**src/rtl/clkgen_pkg.sv**
```systemverilog
package clkgen_pkg;

    // Default divider settings for the sample clock
    localparam int unsigned SAMP_DIV_DEF  = 7;
    localparam int unsigned SAMP_HIGH_DEF = 4;

    // Registered state of the wait-state clock unit
    typedef struct packed {
        logic clk;
        logic rise;
    } ws_state_t;

    // Registered state of the half-rate unit
    typedef struct packed {
        logic clk;
    } half_state_t;

endpackage

```
**src/rtl/clkgen_half_div.sv**
```systemverilog
module clkgen_half_div
    import clkgen_pkg::*;
(
    input  logic clk,
    input  logic rst,
    output logic half_clk
);

    half_state_t st_d, st_q;

    always_comb begin
        st_d = st_q;
        if (rst) begin
            st_d.clk = 1'b0;
        end else begin
            st_d.clk = ~st_q.clk;
        end
    end

    always_ff @(posedge clk) begin
        st_q <= st_d;
    end

    assign half_clk = st_q.clk;

endmodule

```
**src/rtl/clkgen_frac_div.sv**
```systemverilog
module clkgen_frac_div #(
    parameter int unsigned DIV  = 7,
    parameter int unsigned HIGH = 4
) (
    input  logic clk,
    input  logic rst,
    output logic div_clk,
    output logic div_en
);

    localparam int unsigned CNT_W = (DIV > 2) ? $clog2(DIV) : 1;
    localparam logic [CNT_W-1:0] LAST   = CNT_W'(DIV - 1);
    localparam logic [CNT_W-1:0] HI_LIM = CNT_W'(HIGH);

    typedef struct packed {
        logic [CNT_W-1:0] cnt;
        logic             clk;
        logic             en;
    } frac_state_t;

    frac_state_t st_d, st_q;

    always_comb begin
        st_d = st_q;
        if (rst) begin
            st_d.cnt = '0;
            st_d.clk = 1'b0;
            st_d.en  = 1'b0;
        end else begin
            st_d.cnt = (st_q.cnt == LAST) ? '0 : st_q.cnt + 1'b1;
            st_d.clk = (st_q.cnt < HI_LIM);
            st_d.en  = (st_q.cnt == '0);
        end
    end

    always_ff @(posedge clk) begin
        st_q <= st_d;
    end

    assign div_clk = st_q.clk;
    assign div_en  = st_q.en;

endmodule

```
**src/rtl/clkgen_stretch.sv**
```systemverilog
module clkgen_stretch
    import clkgen_pkg::*;
(
    input  logic clk,
    input  logic rst,
    input  logic sel_n,
    input  logic wait_req,
    input  logic half_clk,
    output logic ws_clk,
    output logic ws_rise
);

    ws_state_t st_d, st_q;

    always_comb begin
        st_d = st_q;
        if (rst) begin
            st_d.clk  = 1'b0;
            st_d.rise = 1'b0;
        end else begin
            if (sel_n) begin
                // follow mode: match the next value of the half-rate clock
                st_d.clk = ~half_clk;
            end else if (st_q.clk && wait_req) begin
                st_d.clk = 1'b1;
            end else begin
                st_d.clk = ~st_q.clk;
            end
            st_d.rise = ~st_q.clk & st_d.clk;
        end
    end

    always_ff @(posedge clk) begin
        st_q <= st_d;
    end

    assign ws_clk  = st_q.clk;
    assign ws_rise = st_q.rise;

endmodule

```
**src/rtl/clkgen_top.sv**
```systemverilog
module clkgen_top #(
    parameter int unsigned SAMP_DIV  = clkgen_pkg::SAMP_DIV_DEF,
    parameter int unsigned SAMP_HIGH = clkgen_pkg::SAMP_HIGH_DEF
) (
    input  logic clk,
    input  logic rst,
    input  logic sys_sel_n,
    input  logic wait_req,
    output logic proc_clk,
    output logic samp_clk,
    output logic samp_en,
    output logic ws_clk,
    output logic ws_rise_en
);

    logic half_w;

    clkgen_half_div u_half (
        .clk      (clk),
        .rst      (rst),
        .half_clk (half_w)
    );

    clkgen_frac_div #(
        .DIV  (SAMP_DIV),
        .HIGH (SAMP_HIGH)
    ) u_samp (
        .clk     (clk),
        .rst     (rst),
        .div_clk (samp_clk),
        .div_en  (samp_en)
    );

    clkgen_stretch u_ws (
        .clk      (clk),
        .rst      (rst),
        .sel_n    (sys_sel_n),
        .wait_req (wait_req),
        .half_clk (half_w),
        .ws_clk   (ws_clk),
        .ws_rise  (ws_rise_en)
    );

    assign proc_clk = half_w;

endmodule

```
**config.mk**
```make
export PLATFORM = sky130hd
export DESIGN_NAME = clkgen_top
export DESIGN_NICKNAME = d
export VERILOG_FILES = /design/src/rtl/clkgen_pkg.sv /design/src/rtl/clkgen_half_div.sv /design/src/rtl/clkgen_frac_div.sv /design/src/rtl/clkgen_stretch.sv /design/src/rtl/clkgen_top.sv
export SDC_FILE = /design/constraint.sdc
export NUM_CORES = 1
export LEC_CHECK = 0
export BUFFER_PORTS_ARGS = -buffer_cell sky130_fd_sc_hd__buf_2
export CORE_AREA = 2 2 39 41
export CTS_BUF_LIST = sky130_fd_sc_hd__clkbuf_8
export DETAILED_ROUTE_END_ITERATION = 7
export DIE_AREA = 0 0 41 43
export GPL_ROUTABILITY_DRIVEN = 0
export MAX_ROUTING_LAYER = met4
export PLACE_DENSITY = 0.45
export SLEW_MARGIN = 20
export SYNTH_ARGS = -nofsm -noshare
export SYNTH_HDL_FRONTEND = slang
export SYNTH_SLANG_ARGS = --single-unit
```
**constraint.sdc**
```tcl
create_clock -name clk -period 2.8 [get_ports clk]
set_input_delay 0.42 -clock clk [delete_from_list [all_inputs] [get_ports clk]]
set_output_delay 0.42 -clock clk [all_outputs]
set_load 0.005 [all_outputs]
```
==> results.txt, run 1 <==
status - complete, no violations
Filler Cells Inserted - 157
hold path start - sys_sel_n
wire per inst - 9.16 µm
Reg area - 160 µm²
clk_skew - 0.00230 ns
Worst path max stage delay - 0.36 ns
top_reg_cell synth - dfxtp_1
ranking of synthesized cells by area - dfxtp_1 57%, ha_1 13%, and2_1 6.7%
Hold WS - 0.413 ns
FF-to-FF setup slack - 1.77 ns
Cells after DPL - 48
Avg Inst Size Synth - 11.7 µm²
vias - 204
WP buf/inv - 1
multi-input logic area - 114 µm²
MaxCap Viol Count - 0
largest net degree at the start of global routing - 7
Root Buffer - clkbuf_8
reg2reg path depth - 4
I/O pin count - 9
register area share after synthesis - 0.569
P per Cell Area - 749 nW/µm²
Post-synth ARST share - 0
# resized after CTS - 0
post-route insts no fill - 51
number of global-route vias before repair - 161
Post-Syn Area - 282 µm²
Setup TNS - 0 ns
RSZ-0062 raised after global routing - no
Fin. Hold Viols - 0
Remaining DRCs - 0
chip width - 41 µm
Slew Limit Fails - 0
Die Height - 43 µm
Initial Util - 0.203
H-tree level count - 1
TritonCTS Buffers - 3
most common cell in the netlist - dfxtp_1
Critical Path Start Type - register
post-synth top area share - 0.569
layout cells sized above 1 - 0.343
Crit Reg-Reg Startpoint - u_samp.st_q[2]
slowest CP cell - dfxtp_1
nets - 44
cell count after synthesis - 24
Slew HR - 0.867
Synth top cells by count - 8 x dfxtp_1, 3 x and2_1, 3 x ha_1
Sink Count - 8
clock-pin slew on the worst setup and hold paths - 0.04 ns
Initial DRT Pass Iterations - 2
synthesis warning total - 0
WHS Path Cells - 2
part of the cycle the worst path needs - 0.406
Clock Latency Late Sink - 0.22 ns
worst-margin pin slew - 0.199 ns
GRT Util Overall - 0.0711
Hold Buf Count CTS - 0
Site Rows - 14
crit end category - primary output
drt first-iter violations - 1
area grow syn2layout - 36.0%
Min-Delay Path Class - in -> reg
CTS max path bufs - 2
Leak - 0.000183 µW
EDFF count, synth - 0
CP required - 2.38 ns
delay-heaviest family, CP - flip-flops
Worst Hold End - u_ws.ws_clk
total die area - 1760 µm²
vias per cell - 4.00
maximum VDD drop - 153 µV
Yosys cell types - 10
fmax - 0.880 GHz
CTS tree - yes
Yosys top cell by area - dfxtp_1
critical-path maximum fanout - 4
I/O Buffers - 8
n_diodes - 0
crit path time final - 1.14 ns
Final setup violation count - 0
Core Box Area - 1380 µm²
crit-path cells - buf_2
final WL - 467 µm
arrival time worst endpoint - 0.72 ns
Synth Net Count - 31
setup bufs post-CTS - 0
post-route ant nets - 0
FF-to-FF End - u_samp.st_q[4]
initial antenna violation count - 0
Yosys reg bits - 8
WS Path Type - reg -> out
Power, Total - 287 µW
gr ovfl total - 0
first-pass GRT wire length - 634 µm
dpl hpwl - 351 µm
[power breakdown]
group / internal, µW / total [µW] / leakage [µW] / switching, µW
Sequential: 124 / 129 / 0.0000667 / 4.82
Combinational: 12.6 / 23.8 / 0.0000946 / 11.2
Clock: 92.7 / 134 / 0.0000216 / 41.0
[layer usage]
layer / track usage / part of all wire
met5: - / 0
met4: 0.100 / 0.034
met3: 0.0628 / 0.15
met2: 0.0875 / 0.46
met1: 0.0452 / 0.35
[how the worst max path moves through the flow]
stage,from,to,slack (ns),cells past startpoint
finish,u_half.half_clk,proc_clk,1.66,1
global route,u_half.half_clk,proc_clk,1.64,1
CTS,u_half.half_clk,proc_clk,1.65,1
detailed placement,u_samp.st_q[2],u_samp.st_q[4],1.78,4
global placement,u_samp.st_q[2],u_samp.st_q[4],1.83,4
floorplan,u_samp.st_q[2],u_samp.st_q[4],1.84,4
[stage by stage]
| step | area (µm²) | worst slack, ns | utilization |
|---|---|---|---|
| finish | 383 | 1.66 | 0.277 |
| global route | 383 | 1.64 | 0.277 |
| CTS | 383 | 1.65 | 0.277 |
| detailed placement | 342 | 1.78 | 0.247 |
| global placement | 342 | 1.83 | 0.247 |
| floorplan | 282 | 1.84 | - |
[placed cells by master (no fill, tap or decap), drive strengths merged]
master	instances
a211oi	2
a21o	1
a21oi	1
and2	3
buf	8
clkbuf	3
dfxtp	8
ha	3
inv	2
nor2	2
nor3b	1
nor4b	1
[cells by family (layout without fill, tap and decap cells)]
family	count (synthesis)	after routing	share of synthesized area
DFF	8	8	0.569
buffers and inverters	2	13	0.0267
and+or+nand+nor	7	7	0.173
adders and majority gates	3	3	0.133
AOI/OAI and AO/OA	4	4	0.0978
[final cells by class]
| class | instances | share of cell area |
|---|---|---|
| Multi-Input combinational cell | 14 | 0.297 |
| Sequential cell | 8 | 0.418 |
| Clock buffer | 3 | 0.108 |
| Inverter | 2 | 0.0196 |
| Tap cell | 16 | 0.0523 |
| Timing Repair Buffer | 8 | 0.105 |
[state kept, by name, summed over array words and instances, names as in the netlist]
name,cells
u_ws.ws_rise,1
u_half.half_clk,1
u_samp.div_clk,1
u_samp.div_en,1
u_ws.ws_clk,1
u_samp.st_q,3
Power figures use the tool's default switching activity.
==> inputs of run 2 (changes only) <==
--- a/config.mk
+++ b/config.mk
@@ -5,6 +5,7 @@
 export SDC_FILE = /design/constraint.sdc
 export NUM_CORES = 1
 export LEC_CHECK = 0
+export ABC_AREA = 1
 export BUFFER_PORTS_ARGS = -buffer_cell sky130_fd_sc_hd__buf_2
 export CORE_AREA = 2 2 39 41
 export CTS_BUF_LIST = sky130_fd_sc_hd__clkbuf_8
==> constraint.sdc (replaced) <==
create_clock -name clk -period 1.1 [get_ports clk]
set_input_delay 0.165 -clock clk [delete_from_list [all_inputs] [get_ports clk]]
set_output_delay 0.165 -clock clk [all_outputs]
set_load 0.005 [all_outputs]
==> run 2 against run 1 <==
  * Count of clock-buffer cells in the layout is the same
  * Final cell count grew 12%
  * Clock power grew to 2.6 times the previous value
  * Worst hold slack lost 0.24 ns
  * Largest power group is now registers
  * Final area grew 0.98%
  * Largest cell class unchanged
  * Routed wire length shrank 6.2%
  * Area after synthesis grew 1.3%
  * Highest routed layer unchanged
  * Combinational power grew to 9.1 times the previous value
  * Total power grew to 3.5 times the previous value
  * Critical path type is now reg -> reg
  * Setup slack lost 1.5 ns
==> results.txt, run 2 <==
status - complete, no violations
critical path's most frequent cell - nor2_1
Post-synth ARST share - 0
Final setup violation count - 0
CTS max path bufs - 2
Sink Count - 8
top_reg_cell synth - dfxtp_1
maximum VDD drop - 785 µV
crit end category - register
WS Path Type - reg -> reg
vias - 211
cell count after synthesis - 30
H-tree level count - 1
worst-margin pin slew - 0.149 ns
CP required - 1.27 ns
EDFF count, synth - 0
MaxCap Viol Count - 0
Yosys reg bits - 8
crit-path cells - inv_1 > ha_1 > nor2_1 > nor2_2 > nor2_1
Initial Util - 0.206
drt first-iter violations - 1
Biggest register - u_samp.st_q
Fin. Hold Viols - 0
area grow syn2layout - 35.5%
I/O Buffers - 8
Site Rows - 14
Yosys cell types - 10
fmax - 1.08 GHz
post-synth top area share - 0.561
I/O pin count - 9
Core Box Area - 1380 µm²
n_diodes - 0
most frequent cells in the layout - 8 x buf_2, 8 x dfxtp_1, 6 x inv_1, 6 x nor2_1
Post-Syn Area - 285 µm²
max reg flops - 3
Slew HR - 0.901
Root Buffer - clkbuf_8
GRT Util Overall - 0.0599
register area share after synthesis - 0.561
largest net degree at the start of global routing - 6
slowest CP cell - dfxtp_1
Critical Path Start Type - register
Synth top cells by count - 8 x dfxtp_1, 6 x inv_1, 6 x nor2_1
pre-CTS setup slack - 0.177 ns
total die area - 1760 µm²
TritonCTS Buffers - 3
vias per cell - 3.70
synthesis warning total - 0
arrival time worst endpoint - 1.10 ns
WP buf/inv - 1
Remaining DRCs - 0
nets - 50
Initial DRT Pass Iterations - 2
P per Cell Area - 2560 nW/µm²
# resized after CTS - 0
Clock Latency Late Sink - 0.23 ns
final WL - 438 µm
part of the cycle the worst path needs - 0.844
Leak - 0.000201 µW
critical-path maximum fanout - 3
Min-Delay Path Class - in -> reg
setup bufs post-CTS - 0
Synth Net Count - 37
RSZ-0062 raised after global routing - no
ranking of synthesized cells by area - dfxtp_1 56%, ha_1 13%, inv_1 7.9%
number of global-route vias before repair - 165
most common cell in the netlist - dfxtp_1
FF-to-FF setup slack - 0.17 ns
Worst path max stage delay - 0.35 ns
delay-heaviest family, CP - flip-flops
Hold Buf Count CTS - 0
chip width - 41 µm
Die Height - 43 µm
CTS tree - yes
layout cells sized above 1 - 0.317
clock-pin slew on the worst setup and hold paths - 0.04 ns
post-route ant nets - 0
Slew Limit Fails - 0
first-pass GRT wire length - 600 µm
Setup TNS - 0 ns
crit path time final - 0.929 ns
wire per inst - 7.68 µm
clk_skew - 0.00222 ns
Yosys top cell by area - dfxtp_1
gr ovfl total - 0
Final Worst Setup Slack - 0.171 ns
initial antenna violation count - 0
Avg Inst Size Synth - 9.51 µm²
-- run 2: cell count changes after synthesis, sizes merged --
cell / change
nor2: +6
inv: +4
and2: -3
a211oi: -2
a21o: -1
nand2: +1
nand3: +1
nor4b: -1
xnor2: +1
-- run 2: layer usage --
layer | wire length, µm | share of wire | global-route usage | vias up
met5 | 0 | 0 | - | -
met4 | 16 | 0.037 | 0.0600 | 0
met3 | 69 | 0.16 | 0.0471 | 2
met2 | 158 | 0.36 | 0.0656 | 11
met1 | 193 | 0.44 | 0.0619 | 87
li1 | - | - | - | 111
-- run 2: logic make-up (layout without fill, tap and decap cells) --
group | after synthesis | count (layout) | share of synthesized area
and+or+nand+nor | 11 | 11 | 0.180
AOI/OAI and AO/OA | 1 | 1 | 0.0175
xor gates and xnor gates | 1 | 1 | 0.0307
buffers and inverters | 6 | 17 | 0.0789
adders and majority gates | 3 | 3 | 0.132
DFF | 8 | 8 | 0.561
-- run 2: cell type report --
class                           count  area, µm²
Clock buffer                        3       41.3
Fill cell                         154        997
Inverter                            6       22.5
Multi-Input combinational cell     16        103
Sequential cell                     8        160
Tap cell                           16       20.0
Timing Repair Buffer                8       40.0
-- run 2: through the flow --
stage               power [µW]  cell area, µm²   util  cells  hold slack, ns
global placement           649             345  0.250     54           0.405
floorplan                  580             285      -     30           0.237
CTS                       1010             387  0.279     57           0.168
detailed placement         654             345  0.250     54           0.405
global route              1070             387  0.279     57           0.177
finish                     989             387  0.279     57           0.169
-- run 2: power by group --
part | internal, µW | switching, µW | total, µW | leakage, µW
Sequential | 375 | 51.4 | 426 | 0.0000669
Clock | 236 | 109 | 346 | 0.0000216
Combinational | 109 | 108 | 217 | 0.000113
-- run 2: worst paths after layout --
kind / from / end / depth (start not counted)
setup reg to reg: u_samp.st_q[2] / u_samp.st_q[4] / 5
hold / removal: rst / u_samp.div_clk / 2
hold reg to reg: u_half.half_clk / u_half.half_clk / 1
setup / recovery: u_samp.st_q[2] / u_samp.st_q[4] / 5
==> inputs of run 3 (changes only) <==
==> constraint.sdc (replaced) <==
create_clock -name clk -period 0.95 [get_ports clk]
set_input_delay 0.1425 -clock clk [delete_from_list [all_inputs] [get_ports clk]]
set_output_delay 0.1425 -clock clk [all_outputs]
set_load 0.005 [all_outputs]
==> run 3 against run 2 <==
  * Register-to-register slack worse by 0.12 ns
  * Flip-flop and latch count did not move
  * Global-route usage decreased by 0.40 points
  * Sequential power increased by 17%
  * Final cell count is the same
  * First-iteration DRC count rose to 3.0 times the previous value
  * Clock power increased by 14%
  * Worst hold slack lost 0.016 ns
  * Critical path type unchanged
  * Critical endpoint is now u_samp.st_q[2]
  * Highest routed layer is now met3
==> results.txt, run 3 (same netlist as run 2, synthesis figures left out) <==
status - complete, no violations
Slew Limit Fails - 0
Core Box Area - 1380 µm²
wire per inst - 7.16 µm
Final Worst Setup Slack - 0.0490 ns
Hold Buf Count CTS - 0
drt first-iter violations - 3
layout cells sized above 1 - 0.341
FF-to-FF End - u_samp.st_q[2]
Remaining DRCs - 0
FF-to-FF setup slack - 0.05 ns
Fin. Hold Viols - 0
part of the cycle the worst path needs - 0.948
delay-heaviest family, CP - flip-flops
WS Path Type - reg -> reg
initial antenna violation count - 0
hold path start - rst
WP buf/inv - 1
H-tree level count - 1
most frequent cells in the layout - 8 x buf_2, 7 x dfxtp_1, 6 x inv_1, 6 x nor2_1
slowest CP cell - dfxtp_2
max reg flops - 3
pre-CTS setup slack - 0.0420 ns
crit-path cells - inv_1 > ha_1 > nor2_1 > nor2_2 > nor2_1
nets - 50
CTS tree - yes
number of global-route vias before repair - 142
critical path's most frequent cell - nor2_1
Worst Hold End - u_half.half_clk
Clock Latency Late Sink - 0.22 ns
Filler Cells Inserted - 157
leading cell type in the layout, fill and taps excluded - buf_2
Sink Count - 8
I/O Buffers - 8
Min-Delay Path Class - in -> reg
chip width - 41 µm
first-pass GRT wire length - 558 µm
Worst path max stage delay - 0.33 ns
vias per cell - 3.58
Leak - 0.000201 µW
I/O pin count - 9
Root Buffer - clkbuf_8
Reg area - 161 µm²
critical-path maximum fanout - 3
CTS max path bufs - 2
total die area - 1760 µm²
P per Cell Area - 2930 nW/µm²
Initial DRT Pass Iterations - 4
Die Height - 43 µm
fin util - 0.280
worst-margin pin slew - 0.150 ns
arrival time worst endpoint - 1.05 ns
area grow syn2layout - 36.0%
n_diodes - 0
Power, Total - 1140 µW
multi-input logic area - 103 µm²
dpl hpwl - 312 µm
Initial Util - 0.206
fmax - 1.11 GHz
reg2reg path depth - 5
TritonCTS Buffers - 3
largest net degree at the start of global routing - 6
Site Rows - 14
crit end category - register
Biggest register - u_samp.st_q
post-route ant nets - 0
gr ovfl total - 0
Critical Path Start Type - register
clk_skew - 0.000285 ns
final WL - 408 µm
Final setup violation count - 0
Crit Reg-Reg Startpoint - u_samp.st_q[2]
maximum VDD drop - 1310 µV
Slew HR - 0.900
MaxCap Viol Count - 0
GRT Util Overall - 0.0559
WHS Path Cells - 2
CP required - 1.10 ns
crit path time final - 0.901 ns
vias - 204
clock-pin slew on the worst setup and hold paths - 0.04 ns
[run 3: area by class of cell]
cell class / count / area share
tap: 16 / 0.0516
clock buffer: 3 / 0.106
multi-input combinational: 16 / 0.265
timing repair buffer: 8 / 0.103
sequential: 8 / 0.416
inverter: 6 / 0.0581
[run 3: power by group]
part	switching, µW	total (µW)	leakage (µW)	internal, µW
Clock	120	394	0.0000216	273
Sequential	60.8	500	0.0000670	439
Combinational	119	244	0.000113	124
[run 3: per-stage QoR]
stage	instance area [µm²]	TNS, ns	instances	hold WS (ns)
finish	388	0	57	0.153
CTS	387	0	57	0.147
global placement	345	0	54	0.383
global route	388	-0.00594	57	0.151
detailed placement	345	0	54	0.385
floorplan	285	0	30	0.215
[run 3: what timing repair did]
item | in CTS | in global routing
buffers inserted | 0 | 0
setup endpoints to repair | 0 | 3
gates resized for setup | 0 | 1
[run 3: worst max-delay path by stage]
stage,endpoint,slack [ns],cells past startpoint,start
finish,u_samp.st_q[2],0.05,5,u_samp.st_q[2]
global route,u_samp.st_q[2],-0.006,5,u_samp.st_q[2]
CTS,u_samp.st_q[4],0.03,5,u_samp.st_q[2]
detailed placement,u_samp.st_q[4],0.04,5,u_samp.st_q[2]
global placement,u_samp.st_q[4],0.05,5,u_samp.st_q[2]
floorplan,u_samp.st_q[4],0.09,5,u_samp.st_q[2]
[run 3: routing by layer]
metal | up-vias | routed length, µm | track usage | part of all wire
li1 | 113 | - | - | -
met1 | 82 | 208 | 0.0656 | 0.51
met2 | 9 | 148 | 0.0500 | 0.36
met3 | 0 | 52 | 0.0628 | 0.13
met4 | 0 | 0 | 0.0400 | 0
met5 | - | 0 | - | 0
